--- src/rtl/cascade_cmp_timer.sv ---
module cascade_cmp_timer #(
  parameter int LO_W = 4,
  parameter int HI_W = 8
) (
  input  logic            clk,
  input  logic            rst,
  input  logic            join12,
  input  logic            out_mode7,
  input  logic            wr_mode,
  input  logic            wr_cmp_lo,
  input  logic            wr_cmp_hi,
  input  logic [HI_W-1:0] wdata,
  output logic            tog_out,
  output logic            irq_out,
  output logic [LO_W-1:0] cnt_lo,
  output logic [HI_W-1:0] cnt_hi
);
  localparam int FULL_W = LO_W + HI_W;

  logic [3:0]      mode_q;
  logic [LO_W-1:0] cmp_lo_q;
  logic [HI_W-1:0] cmp_hi_q;

  wire en_irq  = mode_q[0];
  wire en_clr  = mode_q[1];
  wire en_ctog = mode_q[2];
  wire en_otog = mode_q[3];

  wire [FULL_W-1:0] cnt_full = {cnt_hi, cnt_lo};
  wire [FULL_W-1:0] cmp_full = {cmp_hi_q, cmp_lo_q};
  wire [FULL_W-1:0] cnt_inc  = cnt_full + 1'b1;

  wire bypass  = ~join12 & (cmp_lo_q == '0);
  wire pre_hit = cnt_lo == cmp_lo_q;
  wire hi_step = bypass | pre_hit;

  wire hit_j = (cnt_full == cmp_full) & ~(wr_cmp_lo | wr_cmp_hi);
  wire hit_s = hi_step & (cnt_hi == cmp_hi_q) & ~wr_cmp_hi;
  wire match = join12 ? hit_j : hit_s;
  wire ovf   = join12 ? (&cnt_full) : (hi_step & (&cnt_hi));
  wire clr   = en_clr & match;

  wire src_match = ~en_otog | (out_mode7 & en_ctog);
  wire flip      = (en_otog & ovf) | (en_ctog & match);
  wire fire      = en_irq & (src_match ? match : ovf);

  always_ff @(posedge clk) begin
    if (rst) begin
      mode_q   <= '0;
      cmp_lo_q <= '1;
      cmp_hi_q <= '1;
    end else begin
      if (wr_mode)   mode_q   <= wdata[3:0];
      if (wr_cmp_lo) cmp_lo_q <= wdata[LO_W-1:0];
      if (wr_cmp_hi) cmp_hi_q <= wdata;
    end
  end

  always_ff @(posedge clk) begin
    if (rst) begin
      cnt_lo <= '0;
      cnt_hi <= '0;
    end else if (join12) begin
      {cnt_hi, cnt_lo} <= clr ? '0 : cnt_inc;
    end else begin
      cnt_lo <= hi_step ? '0 : cnt_lo + 1'b1;
      if (hi_step) cnt_hi <= clr ? '0 : cnt_hi + 1'b1;
    end
  end

  always_ff @(posedge clk) begin
    if (rst) begin
      tog_out <= 1'b0;
      irq_out <= 1'b0;
    end else begin
      tog_out <= tog_out ^ flip;
      irq_out <= fire;
    end
  end
endmodule

--- config.mk ---
export PLATFORM = sky130hd
export DESIGN_NAME = cascade_cmp_timer
export DESIGN_NICKNAME = d
export VERILOG_FILES = /design/src/rtl/cascade_cmp_timer.sv
export SDC_FILE = /design/constraint.sdc
export NUM_CORES = 1
export LEC_CHECK = 0
export BUFFER_PORTS_ARGS = -buffer_cell sky130_fd_sc_hd__buf_2
export CAP_MARGIN = 10
export CORE_ASPECT_RATIO = 0.8
export CORE_MARGIN = 4
export CORE_UTILIZATION = 50
export DETAILED_ROUTE_END_ITERATION = 16
export GPL_TIMING_DRIVEN = 0
export PLACE_DENSITY = 0.73
export SYNTH_ARGS = -nofsm -noshare
export SYNTH_HDL_FRONTEND = slang
export SYNTH_SLANG_ARGS = --single-unit
export TNS_END_PERCENT = 50
--- constraint.sdc ---
create_clock -name clk -period 4.7 [get_ports clk]
set_input_delay 1.41 -clock clk [delete_from_list [all_inputs] [get_ports clk]]
set_output_delay 1.41 -clock clk [all_outputs]
set_load 0.03 [all_outputs]
==> results.toml, run 1 <==
[synth]
synth_top_cell_area_share = 0.4017
netlist-cell-type-count = 39
synth_fp_nets = 170
netlist.top_cell.by_area = "sky130_fd_sc_hd__dfxtp_1"
synthesis.area_um2 = 1495
synth_seq_area_share = 0.4017
postSynth.asyncResetShare = 0
synth_most_common_cell = "sky130_fd_sc_hd__dfxtp_1"
most_used_flip_flop_cell_after_synthesis = "sky130_fd_sc_hd__dfxtp_1"
synth_area_leaders = "sky130_fd_sc_hd__dfxtp_1 (40%), sky130_fd_sc_hd__xnor2_1 (8.2%), sky130_fd_sc_hd__a211o_1 (7.0%), sky130_fd_sc_hd__nor2b_1 (5.4%), sky130_fd_sc_hd__xnor2_2 (4.4%)"
postSynthRegisterBits = 30
ys_top_cells_by_count = "sky130_fd_sc_hd__dfxtp_1 (30), sky130_fd_sc_hd__xnor2_1 (14), sky130_fd_sc_hd__nor2_1 (13), sky130_fd_sc_hd__nor2b_1 (13), sky130_fd_sc_hd__a211o_1 (12)"
post_synth_edffs = 0
synthCells = 153
synth_area_per_cell_um2 = 9.772
yosysWarningCount = 0

[clocking]
postCtsSetupRepairBufs = 0
clock_sink_count = 30
clock_buffers_created_by_tritoncts = 5
clk_pin_slew_ns = 0.06
clkLatencyLatePin_ns = 0.28
htree_levels = 2
clock_tree.buffer_depth = 2
cts-resized-gates = 0
cts.hold.buffers_added = 0
clock-root-buffer = "sky130_fd_sc_hd__clkbuf_8"
tritoncts = "yes"

[layout]
ratio_of_cells_with_drive_above_1_in_the_final_layout = 0.2473
final_area_um2 = 1752
finish.utilization = 0.6239
antenna_cells_inserted = 0
fin_nets = 203
synthToLayoutAreaGrowth_pct = 17.15

[sta]
final_max_slew_viol_count = 0
slew_headroom = 0.6698
fin_tns_setup_ns = 0
fin_skew_ns = 0.009108
setup_violations = 0
worstMarginPinSlew_ns = 0.4953
timing.final.crit_period_ns = 2.415
rsz0062_at_grt = "no"
final_hold_viol_count = 0
whs_ns = 0.4757
period_utilization = 0.5138
maximum_frequency_from_static_timing_analysis_mhz = 414.1

[setup_path]
critical_path_depth = 6
crit_buf_inv = 1
critPathMaxStageDelay_ns = 0.34
worstSetupStartpoint = "wr_cmp_lo"
worst_path_dominant_cell_family = "compound AO/OA/AOI/OAI gates"
type_of_the_worst_setup_path = "input port to register"
cp-start-kind = "input port"
crit_chain = "clkbuf_2 > a21oi_1 > nand2_1 > nor4_1 > a21o_1 > nor2_1"
critPathRequiredTime_ns = 4.86
worstRegToRegCells = 6
critical_path_capture_point_type = "register"
worst_ep_arrival_time_ns = 2.58
critical-path-slowest-cell = "sky130_fd_sc_hd__nor4_1"
critical_path.max_fanout = 9
rr_startpoint = "cnt_lo[0]"

[routing]
drt.antenna.violating_nets = 0
wire_per_inst_um = 14.28
detailedRoute.firstIterationViolations = 51
drt_wl_total_um = 3198
drt_drc_violations_left = 0
via_count = 1213
vias_per_cell = 5.415
firstDrtPassIters = 4

[hold_path]
hp-start = "mode_q[0]"
timing.hold.worst_path_depth = 2
worst_hold_path_type = "register to register"

[placed_design]
postPlaceCellArea_um2 = 1673
hpwlAfterDp_um = 2437
port-buffer-count = 26
routability_cong = 0.9025

[flow_run]
drv.max_cap_violation_count = 0

[grt]
antenna_violations_before_repair = 0
track_usage = 0.1747
first_global_vias = 1155
globalRouteOverflowTotal = 0
grt_first_pass_wirelength_um = 5388
largest_net_degree_at_the_start_of_global_routing = 11

[pwr]
power.leakage_nw = 0.7519
power_density_nw_per_um2 = 307.4
worst_ir_drop_vdd_mv = 0.1779

[floorplan]
effective_utilization_at_floorplan = 0.5325
die-area_um2 = 3935
floorplan.io_pins = 29
dieHeight_um = 56.91
die_w_um = 69.14
num_rows = 17
placeableCoreArea_um2 = 2808

[status]
outcome = "completed"
final timing paths:
path	end	slack [ns]
worst max-delay path	cnt_hi[3]	2.29
worst min-delay path	irq_out	0.48
worst max register to register	tog_out	2.92
worst min register to register	irq_out	0.48
state kept, by name, indices dropped and copies added (netlist names):
name / cells
irq_out: 1
cnt_lo: 4
cmp_hi_q: 8
mode_q: 4
cnt_hi: 8
cmp_lo_q: 4
tog_out: 1
kinds of logic after synthesis:
kind of cell / count (synthesis) / share of synthesized area
xor gates and xnor gates: 21 / 0.1431
AOI/OAI and AO/OA: 30 / 0.1573
and+or+nand+nor: 58 / 0.2260
DFF: 30 / 0.4017
buffers and inverters: 7 / 0.01841
muxes: 5 / 0.03682
adders and majority gates: 2 / 0.01673
per-layer routing:
layer  vias to the layer above  track usage  wire length, µm
li1                        608            -                -
met1                       572       0.2182             1556
met2                        25       0.2731             1436
met3                         8      0.05546              147
met4                         0      0.08635               58
met5                         -            0                0
layout by cell type (no fill, tap or decap), types with 2 or more instances in the layout:
master                     count
sky130_fd_sc_hd__buf_2        26
sky130_fd_sc_hd__clkinv_2      2
sky130_fd_sc_hd__nor2_1       13
sky130_fd_sc_hd__xnor2_1      14
sky130_fd_sc_hd__a211o_1      12
sky130_fd_sc_hd__xor2_1        3
sky130_fd_sc_hd__clkbuf_8      5
sky130_fd_sc_hd__nand4_1       3
sky130_fd_sc_hd__nand3_1       3
sky130_fd_sc_hd__dfxtp_1      30
sky130_fd_sc_hd__and3_1        5
sky130_fd_sc_hd__inv_1         2
sky130_fd_sc_hd__xnor2_2       4
sky130_fd_sc_hd__mux2i_1       4
sky130_fd_sc_hd__a21oi_1       5
sky130_fd_sc_hd__nand2_1       7
sky130_fd_sc_hd__nor2b_1      13
sky130_fd_sc_hd__nor3_1        4
sky130_fd_sc_hd__ha_1          2
sky130_fd_sc_hd__o211ai_1      3
sky130_fd_sc_hd__a211oi_1      2
sky130_fd_sc_hd__clkbuf_1      4
stage by stage:
| stage | instances | setup WS [ns] | power (W) |
|---|---|---|---|
| 2_1_floorplan | 153 | 2.178 | 0.0003340 |
| 3_3_place_gp | 217 | 2.026 | 0.0003522 |
| 3_5_place_dp | 217 | 2.010 | 0.0003552 |
| 4_1_cts | 224 | 2.276 | 0.0005427 |
| 5_1_grt | 224 | 2.176 | 0.0005646 |
| 6_report | 224 | 2.285 | 0.0005385 |
worst min-delay path, stage by stage, from the launching register on:
cell	delay, ns
sky130_fd_sc_hd__dfxtp_1	0.32
sky130_fd_sc_hd__nand2b_1	0.07
sky130_fd_sc_hd__a21oi_1	0.04
cell type report:
| cell class | count | area (µm²) |
|---|---|---|
| Fill cell | 263 | 1056 |
| Multi-Input combinational cell | 116 | 867.1 |
| Sequential cell | 30 | 600.6 |
| Timing Repair Buffer | 26 | 130.1 |
| Clock buffer | 5 | 68.82 |
| Tap cell | 38 | 47.55 |
| Buffer | 5 | 20.02 |
| Clock inverter | 2 | 10.01 |
| Inverter | 2 | 7.507 |
power by group:
part | switching, W | leakage (nW) | internal [W] | total, W
clock network | 0.0000895 | 0.0438 | 0.0000989 | 0.000188
logic | 0.0000355 | 0.461 | 0.0000323 | 0.0000678
registers | 0.0000153 | 0.247 | 0.000267 | 0.000282
total | 0.000140 | 0.752 | 0.000398 | 0.000539
Power figures use the tool's default switching activity.
==> run 2, diff against run 1 <==
--- a/config.mk
+++ b/config.mk
@@ -5,6 +5,7 @@
 export SDC_FILE = /design/constraint.sdc
 export NUM_CORES = 1
 export LEC_CHECK = 0
+export ABC_AREA = 1
 export BUFFER_PORTS_ARGS = -buffer_cell sky130_fd_sc_hd__buf_2
 export CAP_MARGIN = 10
 export CORE_ASPECT_RATIO = 0.8
==> constraint.sdc (replaced) <==
create_clock -name clk -period 2.3 [get_ports clk]
set_input_delay 0.69 -clock clk [delete_from_list [all_inputs] [get_ports clk]]
set_output_delay 0.69 -clock clk [all_outputs]
set_load 0.03 [all_outputs]
==> run 2 against run 1 <==
Total power increased by 130%. Final cell count increased by 36%. Worst setup slack got worse by 1.7 ns. Sequential cell count unchanged. Synthesized area increased by 4.7%. Critical path type is now register to output pin. Critical endpoint is now cnt_hi[1].
==> results.toml, run 2 <==
[synth]
synthesis.area_um2 = 1565
synth_seq_area_share = 0.3837
yosysWarningCount = 0
synth_area_leaders = "sky130_fd_sc_hd__dfxtp_1 (38%), sky130_fd_sc_hd__nand2_1 (14%), sky130_fd_sc_hd__nor2_1 (7.2%), sky130_fd_sc_hd__nand3_1 (5.8%), sky130_fd_sc_hd__o21ai_0 (4.8%)"
ys_top_cells_by_count = "sky130_fd_sc_hd__nand2_1 (60), sky130_fd_sc_hd__dfxtp_1 (30), sky130_fd_sc_hd__nor2_1 (30)"
synth_fp_nets = 248
most_used_flip_flop_cell_after_synthesis = "sky130_fd_sc_hd__dfxtp_1"
synthCells = 231
synth_most_common_cell = "sky130_fd_sc_hd__nand2_1"
synth_top_cell_area_share = 0.3837
netlist-cell-type-count = 25
postSynth.asyncResetShare = 0
netlist.top_cell.by_area = "sky130_fd_sc_hd__dfxtp_1"
post_synth_edffs = 0
synth_area_per_cell_um2 = 6.776
postSynthRegisterBits = 30

[sta]
whs_ns = 0.4614
period_utilization = 0.7477
slew_headroom = 0.6987
final_max_slew_viol_count = 0
fin_tns_setup_ns = 0
final_hold_viol_count = 0
fin_skew_ns = 0.004396
timing.final.crit_period_ns = 1.720
rsz0062_at_grt = "no"
maximum_frequency_from_static_timing_analysis_mhz = 581.5
setup_violations = 0
worstMarginPinSlew_ns = 0.4519

[grt]
first_global_vias = 1389
track_usage = 0.1936
grt_first_pass_wirelength_um = 6237
globalRouteOverflowTotal = 0
largest_net_degree_at_the_start_of_global_routing = 11
antenna_violations_before_repair = 0

[setup_path]
rr_startpoint = "cnt_lo[0]"
critical_path_capture_point_type = "output pin"
crit_buf_inv = 1
worst_path_dominant_cell_family = "flip-flops"
type_of_the_worst_setup_path = "register to output pin"
worst_ep_arrival_time_ns = 1.03
critical_path.max_fanout = 8
critPathMaxStageDelay_ns = 0.49
critPathRequiredTime_ns = 1.61
crit_chain = "buf_2"
critical-path-slowest-cell = "sky130_fd_sc_hd__dfxtp_1"
worstSetupStartpoint = "cnt_hi[1]"
cp-start-kind = "register"

[floorplan]
dieHeight_um = 58.05
floorplan.io_pins = 29
placeableCoreArea_um2 = 2872
die-area_um2 = 4095
effective_utilization_at_floorplan = 0.5451
die_w_um = 70.56
num_rows = 17

[routing]
drt_drc_violations_left = 0
firstDrtPassIters = 4
drt_wl_total_um = 3562
vias_per_cell = 5.079
wire_per_inst_um = 11.72
drt.antenna.violating_nets = 0
via_count = 1544
detailedRoute.firstIterationViolations = 84

[layout]
biggestRegsByFlops = "cmp_hi_q: 8 flops, cnt_hi: 8 flops"
layout.cells.most_common = "sky130_fd_sc_hd__nand2_1"
antenna_cells_inserted = 0
synthToLayoutAreaGrowth_pct = 18.70
fin_nets = 282
finish.utilization = 0.6471
layout.cells.most_common_list = "sky130_fd_sc_hd__nand2_1 (60), sky130_fd_sc_hd__nor2_1 (30), sky130_fd_sc_hd__dfxtp_1 (30), sky130_fd_sc_hd__buf_2 (28), sky130_fd_sc_hd__nand3_1 (18)"
final_area_um2 = 1858
ratio_of_cells_with_drive_above_1_in_the_final_layout = 0.2180

[placed_design]
postPlaceCellArea_um2 = 1748
hpwlAfterDp_um = 2758
routability_cong = 0.8859
port-buffer-count = 27

[clocking]
clock_buffers_created_by_tritoncts = 5
clock-root-buffer = "sky130_fd_sc_hd__clkbuf_8"
clkLatencyLatePin_ns = 0.28
htree_levels = 2
cts-resized-gates = 0
tritoncts = "yes"
clock_tree.buffer_depth = 2
postCtsSetupRepairBufs = 0
clock_sink_count = 30
cts.hold.buffers_added = 0
clk_pin_slew_ns = 0.06

[hold_path]
hp-start = "mode_q[0]"
worst_hold_path_type = "register to register"

[flow_run]
drv.max_cap_violation_count = 0

[pwr]
fin_total_pwr_w = 0.001233
worst_ir_drop_vdd_mv = 0.4130
power.leakage_nw = 0.9261
power_density_nw_per_um2 = 663.8

[status]
outcome = "completed"
[run 2: cell types whose count changed in the layout (fill, tap and decap cells not counted), sizes merged, moves of 4 or more]
cell   previous run  this run
nand3             3        22
mux2i             4         0
a21oi             6        14
o21ai             1        18
a211o            12         0
nor2b            13         0
nand2             8        64
xnor2            18         2
inv               2        25
and3              5         0
xor2              3         7
nor2             14        34
[run 2: worst min-delay path: cells and delay by family (launching register included)]
family | cells | cell delay (ns)
compound gates | 1 | 0.04
flops | 1 | 0.31
simple gates | 1 | 0.06
[run 2: cells by family (layout without fill, tap and decap cells)]
group	count (synthesis)	count (layout)	synth area share
buf+inv	30	65	0.07753
compound gates	35	35	0.1191
fa+ha+maj	2	2	0.01598
xor+xnor	9	9	0.05036
simple gates	125	125	0.3533
flops	30	30	0.3837
[run 2: where the power goes]
| group | switching [W] | internal [W] | leakage (nW) | total, W |
|---|---|---|---|---|
| Sequential | 0.0000281 | 0.000549 | 0.248 | 0.000577 |
| Combinational | 0.0000972 | 0.0000567 | 0.621 | 0.000154 |
| Clock | 0.000201 | 0.000302 | 0.0575 | 0.000503 |
| Total | 0.000326 | 0.000907 | 0.926 | 0.00123 |
[run 2: cell type report]
class	count	area (µm²)
well taps	38	47.55
inverters	26	97.59
repair buffers	27	135.1
flip-flops and latches	30	600.6
plain buffers	4	23.77
clock buffers	8	110.1
fillers	282	1013
multi-input cells	171	843.3
[run 2: path summary, 6_finish.rpt]
check	endpoint	slack [ns]	cells past startpoint
max	cnt_hi[1]	0.58	1
min reg2reg	irq_out	0.46	2
max reg2reg	tog_out	0.65	8
min	irq_out	0.46	2
[run 2: per-layer routing]
metal | share of wire | up-vias | track usage
met3 | 0.077 | 6 | 0.06759
met5 | 0 | - | 0
li1 | - | 802 | -
met4 | 0.018 | 0 | 0.06434
met1 | 0.50 | 690 | 0.2657
met2 | 0.40 | 46 | 0.2840
[run 2: per-stage QoR]
step	std cells	setup slack [ns]
final	304	0.5803
after detailed placement	296	0.4044
after CTS	304	0.5832
after floorplan	231	0.6582
after global placement	296	0.4193
after global routing	304	0.4931
